### config.mk
export PLATFORM = sky130hd
export DESIGN_NAME = serial_boot_loader
export DESIGN_NICKNAME = d
export VERILOG_FILES = /design/src/rtl/boot_loader_pkg.sv /design/src/rtl/blr_baud_tick.sv /design/src/rtl/blr_uart_rx.sv /design/src/rtl/blr_boot_seq.sv /design/src/rtl/serial_boot_loader.sv
export SDC_FILE = /design/constraint.sdc
export NUM_CORES = 1
export LEC_CHECK = 0
export BUFFER_PORTS_ARGS = -buffer_cell sky130_fd_sc_hd__buf_2
export CAP_MARGIN = 20
export CORE_MARGIN = 5
export CORE_UTILIZATION = 52
export DETAILED_ROUTE_END_ITERATION = 16
export MAX_ROUTING_LAYER = met4
export PLACE_DENSITY = 0.7
export SLEW_MARGIN = 15
export SYNTH_ARGS = -nofsm -noshare
export SYNTH_HDL_FRONTEND = slang
export SYNTH_SLANG_ARGS = --single-unit
### constraint.sdc
create_clock -name clk_i -period 4.9 [get_ports clk_i]
set_input_delay 0.98 -clock clk_i [delete_from_list [all_inputs] [get_ports clk_i]]
set_output_delay 0.98 -clock clk_i [all_outputs]
set_load 0.1 [all_outputs]
### src/rtl/boot_loader_pkg.sv
package boot_loader_pkg;
  typedef enum logic [2:0] {
    RX_IDLE, RX_START, RX_DATA, RX_PAR, RX_STOP
  } rx_state_e;

  typedef struct packed {
    logic [7:0] data;
    logic       par_err;
    logic       frm_err;
  } rx_byte_t;
endpackage

### src/rtl/blr_baud_tick.sv
module blr_baud_tick #(
  parameter int DIV = 4
) (
  input  logic clk_i,
  input  logic rst_ni,
  output logic tick_o
);
  generate
    if (DIV <= 1) begin : g_every
      assign tick_o = 1'b1;
    end else begin : g_div
      localparam int CW = $clog2(DIV);
      logic [CW-1:0] cnt_q;
      always_ff @(posedge clk_i or negedge rst_ni) begin
        if (!rst_ni) cnt_q <= '0;
        else if (cnt_q == CW'(DIV - 1)) cnt_q <= '0;
        else cnt_q <= cnt_q + 1'b1;
      end
      assign tick_o = (cnt_q == CW'(DIV - 1));
    end
  endgenerate
endmodule

### src/rtl/blr_uart_rx.sv
module blr_uart_rx
  import boot_loader_pkg::*;
#(
  parameter int OS = 16
) (
  input  logic     clk_i,
  input  logic     rst_ni,
  input  logic     tick_i,
  input  logic     rx_i,
  output logic     valid_o,
  output rx_byte_t byte_o
);
  localparam int OSW = $clog2(OS);
  localparam logic [OSW-1:0] MID  = OSW'(OS / 2 - 1);
  localparam logic [OSW-1:0] LAST = OSW'(OS - 1);

  rx_state_e      state_q;
  logic [1:0]     sync_q;
  logic           prev_q;
  logic [OSW-1:0] os_q;
  logic [2:0]     bit_q;
  logic [7:0]     sh_q;
  logic           par_q;
  logic           valid_q;
  rx_byte_t       byte_q;
  logic           rx_s;

  assign rx_s = sync_q[1];

  always_ff @(posedge clk_i or negedge rst_ni) begin
    if (!rst_ni) begin
      state_q <= RX_IDLE;
      sync_q  <= 2'b11;
      prev_q  <= 1'b1;
      os_q    <= '0;
      bit_q   <= '0;
      sh_q    <= '0;
      par_q   <= 1'b0;
      valid_q <= 1'b0;
      byte_q  <= '0;
    end else begin
      sync_q  <= {sync_q[0], rx_i};
      prev_q  <= rx_s;
      valid_q <= 1'b0;
      unique case (state_q)
        RX_IDLE: if (prev_q && !rx_s) begin  // falling edge only
          state_q <= RX_START;
          os_q    <= '0;
        end
        RX_START: if (tick_i) begin
          if (os_q == MID) begin
            os_q    <= '0;
            bit_q   <= '0;
            state_q <= rx_s ? RX_IDLE : RX_DATA;
          end else os_q <= os_q + 1'b1;
        end
        RX_DATA: if (tick_i) begin
          if (os_q == LAST) begin
            os_q <= '0;
            sh_q <= {rx_s, sh_q[7:1]};
            if (bit_q == 3'd7) state_q <= RX_PAR;
            else bit_q <= bit_q + 1'b1;
          end else os_q <= os_q + 1'b1;
        end
        RX_PAR: if (tick_i) begin
          if (os_q == LAST) begin
            os_q    <= '0;
            par_q   <= rx_s;
            state_q <= RX_STOP;
          end else os_q <= os_q + 1'b1;
        end
        RX_STOP: if (tick_i) begin
          if (os_q == LAST) begin
            os_q           <= '0;
            valid_q        <= 1'b1;
            byte_q.data    <= sh_q;
            byte_q.par_err <= ~(^{sh_q, par_q});
            byte_q.frm_err <= ~rx_s;
            state_q        <= RX_IDLE;
          end else os_q <= os_q + 1'b1;
        end
        default: state_q <= RX_IDLE;
      endcase
    end
  end

  assign valid_o = valid_q;
  assign byte_o  = byte_q;
endmodule

### src/rtl/blr_boot_seq.sv
module blr_boot_seq
  import boot_loader_pkg::*;
#(
  parameter int IMG_BYTES = 256,
  localparam int AW = (IMG_BYTES > 1) ? $clog2(IMG_BYTES) : 1
) (
  input  logic          clk_i,
  input  logic          rst_ni,
  input  logic          valid_i,
  input  rx_byte_t      byte_i,
  output logic [AW-1:0] addr_o,
  output logic [7:0]    data_o,
  output logic          we_o,
  output logic          cpu_rst_no,
  output logic          err_o
);
  logic          loading_q;
  logic [AW-1:0] cnt_q;
  logic [AW-1:0] addr_q;
  logic [7:0]    data_q;
  logic          we_q;
  logic          rel_q;
  logic          err_q;

  always_ff @(posedge clk_i or negedge rst_ni) begin
    if (!rst_ni) begin
      loading_q <= 1'b1;
      cnt_q     <= '0;
      addr_q    <= '0;
      data_q    <= '0;
      we_q      <= 1'b0;
      rel_q     <= 1'b0;
      err_q     <= 1'b0;
    end else begin
      we_q  <= 1'b0;
      rel_q <= ~loading_q;  // release one cycle after the last strobe
      if (valid_i && loading_q) begin
        we_q   <= 1'b1;
        addr_q <= cnt_q;
        data_q <= byte_i.data;
        cnt_q  <= cnt_q + 1'b1;
        err_q  <= err_q | byte_i.par_err | byte_i.frm_err;
        if (cnt_q == AW'(IMG_BYTES - 1)) loading_q <= 1'b0;
      end
    end
  end

  assign addr_o     = addr_q;
  assign data_o     = data_q;
  assign we_o       = we_q;
  assign cpu_rst_no = rel_q;
  assign err_o      = err_q;
endmodule

### src/rtl/serial_boot_loader.sv
module serial_boot_loader
  import boot_loader_pkg::*;
#(
  parameter int CLK_HZ    = 50_000_000,
  parameter int BAUD      = 57_600,
  parameter int OS        = 16,
  parameter int IMG_BYTES = 256,
  localparam int AW       = (IMG_BYTES > 1) ? $clog2(IMG_BYTES) : 1
) (
  input  logic          clk_i,
  input  logic          rst_ni,
  input  logic          rx_i,
  output logic [AW-1:0] mem_addr_o,
  output logic [7:0]    mem_data_o,
  output logic          mem_we_o,
  output logic          cpu_rst_no,
  output logic          err_o
);
  localparam int DIV_RAW = (CLK_HZ + (BAUD * OS) / 2) / (BAUD * OS);
  localparam int DIV     = (DIV_RAW < 1) ? 1 : DIV_RAW;

  logic     tick;
  logic     rx_valid;
  rx_byte_t rx_byte;

  blr_baud_tick #(.DIV(DIV)) u_tick (
    .clk_i (clk_i),
    .rst_ni(rst_ni),
    .tick_o(tick)
  );

  blr_uart_rx #(.OS(OS)) u_rx (
    .clk_i  (clk_i),
    .rst_ni (rst_ni),
    .tick_i (tick),
    .rx_i   (rx_i),
    .valid_o(rx_valid),
    .byte_o (rx_byte)
  );

  blr_boot_seq #(.IMG_BYTES(IMG_BYTES)) u_seq (
    .clk_i     (clk_i),
    .rst_ni    (rst_ni),
    .valid_i   (rx_valid),
    .byte_i    (rx_byte),
    .addr_o    (mem_addr_o),
    .data_o    (mem_data_o),
    .we_o      (mem_we_o),
    .cpu_rst_no(cpu_rst_no),
    .err_o     (err_o)
  );
endmodule

==> flow_summary.toml, run 1 <==
[finish]
diodes = 0
syn_to_final_growth_pct = 13.2
drive_above_1_share_pct = 23.3
layout.nets = 291
final_core_util_pct = 60.6
fin_cells = 359

[global_routing]
grt_util_all_layers_pct = 15.7
antenna_found_initial = 0
grt_start_max_net_pins = 41
grt_pass1_wl_um = 8790
grt_pass1_vias = 1801
overflow = 0

[power]
power_switching_w = 0.000217
leakage_nw = 1.68
pwr-share-clk_pct = 46.8
power_frac_comb_pct = 1.4
ir_drop_mv = 0.304
switching_share_pct = 20.2
internal_power_w = 0.000859
power_density_nw_per_um2 = 323
seqPwrFrac_pct = 51.8

[drt]
wl_um = 4860
drc = 0
viasPerCell = 5.34
ant_nets = 0
highest_layer = "met4"
m1WireLength_um = 2380
wl_met3_um = 274
wl_per_cell_um = 13.5
drtIter0Drc = 160
vias = 1916
first_pass_iters = 4
wl_met2_um = 2130

[floorplan]
fp-row-count = 27
start_util_pct = 53.5
die_w_um = 85.3
ios = 22
fp.dieH_um = 85.3
die-area_um2 = 7270
coreArea_um2 = 5510

[cts]
cts_root_buffer = "clkbuf_8"
cts_max_level = 3
clockBufferDepth = 2
cts_tree = "built"
clock_latency_ns = 0.34
cts_resized = 0
cts_buffers = 9
clk_pin_slew_ns = 0.07
postCtsHoldBufs = 0
postCtsSetupBuffers = 0
clkSinkCount = 67

[run_status]
status = "finished, final reports clean"

[synth]
synth_top_family_by_area = "simple AND/OR/NAND/NOR gates"
synthMuxAreaShare_pct = 7.56
ys_top_cells_by_area = "dfrtp_1 54%, nand2_1 7.4%, mux2_2 6.9%"
synth-compound-area-share_pct = 6.41
netlist_area_um2 = 2950
syn_inst = 258
ys_ff_latch = 67
synth_cell_type_count = 44
synth_top_area_share_pct = 53.5
synth.avg_cell_area_um2 = 11.4
synth_seq_area_share_pct = 57.1
synth_fa_ha_area_share_pct = 2.55
postSynthNetCount = 267
yosys.area.top_type = "dfrtp_1"
synthSimpleGateAreaFrac_pct = 18.2
synth-xor-area-share_pct = 5.82
yosysWarningCount = 0

[setup_path]
reg2reg_from = "u_seq.loading_q"
startpoint_type = "flip-flop"
cp_cell_sequence = "nand2_1 > inv_1 > nand4_1 > nor2_1 > xor2_1"
rrSetupSlack_ns = 2.72
cp_data_required_time_ns = 5.16
r2r-end = "u_seq.cnt_q[5]"
max_stage_delay_ns = 0.62
crit_fanout = 21
cp-end-kind = "flip-flop"
slowest_stage = "inv_1"
r2r_cells = 5
path_class = "reg2reg"
crit_arrival_ns = 2.44

[placement]
dpl.hpwl_um = 3400
pre_cts_slack_ns = 2.71
place.gp.congestion = 0.800
io_buffers = 21
place_inst = 343

[timing]
rsz0062_at_grt = "no"
slew_viol_final = 0
hold_viol = 0
max_freq_mhz = 458
setup_tns_ns = 0
finalCritPeriodShare_pct = 44.6
setup_violations = 0
fin_ws_ns = 2.72
fin_crit_ns = 2.18
slew_headroom_pct = 50.9
finClkSkew_ns = 0.00865
worstMarginPinSlew_ns = 0.730

[run]
drv_cap = 0

[worst_hold_path]
min_to = "u_rx.sync_q[1]"
holdPathStages = 0
hp-class = "reg2reg"
worstHoldStart = "u_rx.sync_q[0]"
[cell usage after synthesis]
| cell type | count |
|---|---|
| nand4_4 | 1 |
| nor3b_1 | 1 |
| o21ai_0 | 5 |
| and4b_1 | 1 |
| buf_1 | 1 |
| o41ai_1 | 1 |
| o211ai_1 | 2 |
| a211oi_4 | 1 |
| o2111a_1 | 1 |
| nand4b_1 | 2 |
| nor2_1 | 19 |
| xor2_1 | 4 |
| nor4_4 | 2 |
| nand3_1 | 5 |
| buf_2 | 3 |
| nand2b_1 | 1 |
| ha_1 | 6 |
| a221o_1 | 1 |
| mux2i_1 | 2 |
| nor3_1 | 3 |
| a22o_1 | 3 |
| xnor3_1 | 1 |
| o22ai_1 | 1 |
| o21bai_1 | 4 |
| dfrtp_1 | 63 |
| dfstp_2 | 4 |
| xnor2_1 | 13 |
| a211o_1 | 1 |
| clkbuf_1 | 4 |
| buf_4 | 1 |
| nand3b_1 | 1 |
| a21oi_1 | 2 |
| nand2_1 | 58 |
| nor2b_1 | 1 |
| mux2_2 | 18 |
| and3_1 | 2 |
| nor4_2 | 1 |
| nand4_1 | 4 |
| or3b_2 | 1 |
| or3b_1 | 2 |
| a311oi_1 | 1 |
| inv_1 | 8 |
| o32ai_1 | 1 |
| or3b_4 | 1 |
[registers in the layout (all words and copies together) (netlist names), 3 cells and up]
name	flops
u_seq.data_o	8
u_rx.bit_q	3
u_seq.cnt_q	8
u_tick.g_div.cnt_q	6
u_rx.os_q	4
u_rx.state_q	3
u_rx.byte_o	10
u_seq.addr_o	8
u_rx.sh_q	8
[per-layer routing]
metal	track usage, %	vias up
met5	-	-
met4	4.89	0
met3	6.89	8
met2	21.2	32
met1	21.3	944
li1	-	932
[worst max path at each step]
| stage | startpoint | to | slack [ns] | cells after the start |
|---|---|---|---|---|
| after floorplan | u_seq.addr_o[0] | mem_addr_o[0] | 3.02 | 0 |
| after global placement | u_rx.state_q[2] | u_rx.byte_o[5] | 2.79 | 3 |
| after detailed placement | u_seq.loading_q | u_seq.cnt_q[5] | 2.71 | 5 |
| after CTS | u_seq.loading_q | u_seq.cnt_q[5] | 2.69 | 5 |
| after global routing | u_seq.loading_q | u_seq.cnt_q[5] | 2.41 | 5 |
| final | u_seq.loading_q | u_seq.cnt_q[5] | 2.72 | 5 |
[power by group through the flow]
stage | clock (W) | combinational (W) | sequential, W
6_report | 0.000504 | 0.0000150 | 0.000558
5_1_grt | 0.000546 | 0.0000179 | 0.000558
4_1_cts | 0.000516 | 0.0000162 | 0.000558
3_5_place_dp | 0 | 0.0000162 | 0.000569
3_3_place_gp | 0 | 0.0000161 | 0.000568
2_1_floorplan | 0 | 0.00000329 | 0.000568
[cell type report]
| type | instances | area [um^2] |
|---|---|---|
| clock buffer | 10 | 138 |
| clock inverter | 6 | 88.8 |
| tap | 72 | 90.1 |
| multi-input combinational | 174 | 1190 |
| sequential | 67 | 1680 |
| inverter | 8 | 30.0 |
| timing repair buffer | 22 | 113 |
| fill | 445 | 2170 |
[critical path, delay by kind of cell, from the launching register on]
kind | cells | cell delay [ns]
xor+xnor | 1 | 0.16
simple gates | 3 | 0.79
buf+inv | 1 | 0.62
flops | 1 | 0.53
[logic make-up (layout without fill, tap and decap cells)]
group	Yosys count	after routing
xor+xnor	18	18
simple gates	106	106
flops	67	67
compound gates	24	24
mux	20	20
buf+inv	17	46
fa+ha+maj	6	6
[through the flow]
step | cell area [um^2] | total power [W] | hold slack (ns)
after floorplan | 2950 | 0.000571 | 0.345
after global placement | 3110 | 0.000584 | 0.347
after detailed placement | 3110 | 0.000585 | 0.349
after CTS | 3330 | 0.00109 | 0.359
after global routing | 3330 | 0.00112 | 0.365
final | 3330 | 0.00108 | 0.359
[cells in the final DEF, fill, tap and decap left out, types with 2 or more instances in the layout]
cell type    n
nor3_1       3
a21oi_1      2
nor2_1      19
xor2_1       4
and3_1       2
clkinvlp_4   2
xnor2_1     13
nor4_4       2
dfstp_2      4
a22o_1       3
bufinv_16    2
nand3_1      5
nand2_1     58
o211ai_1     2
or3b_1       2
inv_1        8
o21ai_0      5
dfrtp_1     63
o21bai_1     4
nand4b_1     2
buf_2       21
mux2i_1      2
nand4_1      4
mux2_2      18
ha_1         6
clkbuf_8    10
Power figures use the tool's default switching activity.
==> run 2: changes to the inputs <==
- clock period: 4.9 -> 2.3 ns (I/O delays scaled with it)
==> flow_summary.toml, run 2 (synthesized netlist as in run 1, its figures left out) <==
[cts]
clkSinkCount = 67
clockBufferDepth = 2
cts_resized = 0
clock_latency_ns = 0.33
postCtsHoldBufs = 0
cts_root_buffer = "clkbuf_8"
clk_pin_slew_ns = 0.07
postCtsSetupBuffers = 0
cts_tree = "built"
cts_buffers = 9
cts_max_level = 3

[global_routing]
grt_pass1_wl_um = 9320
grt_util_all_layers_pct = 16.5
overflow = 0
grt_pass1_vias = 1973
antenna_found_initial = 0
grt_start_max_net_pins = 68

[finish]
fin_area_um2 = 3400
layout.nets = 296
largest_reg_flops = 10
diodes = 0
drive_above_1_share_pct = 24.3
fin_cells = 364
final_common_cell = "dfrtp_1"
syn_to_final_growth_pct = 15.4
layout_common_cells = "63 x dfrtp_1, 58 x nand2_1, 21 x buf_2, 19 x nor2_1, 18 x mux2_2"

[drt]
wl_per_cell_um = 13.9
first_pass_iters = 4
drc = 0
drtIter0Drc = 91
ant_nets = 0
viasPerCell = 5.23
vias = 1904
wl_um = 5050

[timing]
setup_tns_ns = 0
setup_violations = 0
finalCritPeriodShare_pct = 87.2
hold_viol = 0
finClkSkew_ns = 0.00948
whs_ns = 0.144
fin_ws_ns = 0.295
max_freq_mhz = 499
rsz0062_at_grt = "no"
slew_viol_final = 0
slew_headroom_pct = 60.5
worstMarginPinSlew_ns = 0.588
fin_crit_ns = 2.01

[run]
drv_cap = 0

[setup_path]
startpoint_type = "flip-flop"
path_buf_inv = 0
critPathTopFamily = "simple AND/OR/NAND/NOR gates"
r2r-end = "u_rx.sh_q[7]"
r2r_cells = 3
path_class = "reg2reg"
cp_cell_sequence = "or3b_1 > nor4_4 > mux2_2"
crit_fanout = 13
reg2reg_from = "u_rx.state_q[1]"
rrSetupSlack_ns = 0.29
crit_arrival_ns = 2.22
cp.depth = 3
cp-end-kind = "flip-flop"
slowest_stage = "dfrtp_1"
max_stage_delay_ns = 0.56
cp_data_required_time_ns = 2.51

[power]
internal_power_w = 0.00192
ir_drop_mv = 0.413
power_switching_w = 0.000471
leakage_nw = 1.72
power_frac_comb_pct = 1.5
pwr-share-clk_pct = 48.7
seqPwrFrac_pct = 49.8
power_density_nw_per_um2 = 702
switching_share_pct = 19.7

[floorplan]
start_util_pct = 53.5
coreArea_um2 = 5510
fp.dieH_um = 85.3
ios = 22
fp-row-count = 27
die-area_um2 = 7270
die_w_um = 85.3

[placement]
pre_cts_slack_ns = 0.309
dpl.hpwl_um = 3420
io_buffers = 21
place.gp.congestion = 0.795
dpl-instance-area_um2 = 3160
place_inst = 348

[run_status]
status = "finished, final reports clean"

[worst_hold_path]
hp-class = "in2async"
==> run 2: changes by cell type in the layout (fill, tap and decap cells not counted) <==
| cell | change |
|---|---|
| clkbuf_1 | +1 |
| buf_12 | +1 |
| buf_4 | +4 |
| clkbuf_8 | -1 |
| bufinv_16 | +1 |
| clkinv_2 | -1 |
==> run 2: how the worst max path moves through the flow <==
stage,slack (ns),startpoint,endpoint
floorplan,0.53,u_tick.g_div.cnt_q[1],u_rx.byte_o[3]
global route,0.17,u_rx.state_q[1],u_rx.sh_q[6]
global placement,0.37,u_rx.state_q[1],u_rx.sh_q[2]
finish,0.29,u_rx.state_q[1],u_rx.sh_q[7]
CTS,0.30,u_rx.state_q[1],u_rx.sh_q[6]
detailed placement,0.31,u_rx.state_q[1],u_rx.sh_q[6]
==> run 2: metrics by stage <==
step                util [%]  power, W
finish                  61.7   0.00239
global route            61.7   0.00250
CTS                     61.7   0.00242
detailed placement      57.4   0.00125
global placement        57.4   0.00125
floorplan                  -   0.00122
==> run 2: worst reg2reg max path, stage by stage (launching register included) <==
cell and delay (ns):
dfrtp_1 0.56, or3b_1 0.46, nor4_4 0.47, mux2_2 0.40
==> run 2: per-layer routing <==
metal  up-vias  share of wire, %  track usage, %
met3        10               3.7            3.40
met2        31                45            23.3
met1       928                50            22.9
li1        935                 -               -
met5         -                 0               -
met4         0               1.9            7.34
==> run 2: power by group through the flow <==
stage          clock, W  combinational, W  sequential (W)
2_1_floorplan         0        0.00000702         0.00121
3_3_place_gp          0         0.0000373         0.00121
3_5_place_dp          0         0.0000379         0.00121
4_1_cts         0.00119         0.0000378         0.00119
5_1_grt         0.00126         0.0000430         0.00119
6_report        0.00116         0.0000356         0.00119
==> run 2: cell type report <==
class	instances	area (um^2)
fill	435	2110
inverter	8	30.0
tap	72	90.1
clock inverter	6	114
timing repair buffer	27	163
sequential	67	1680
multi-input combinational	174	1190
clock buffer	10	128
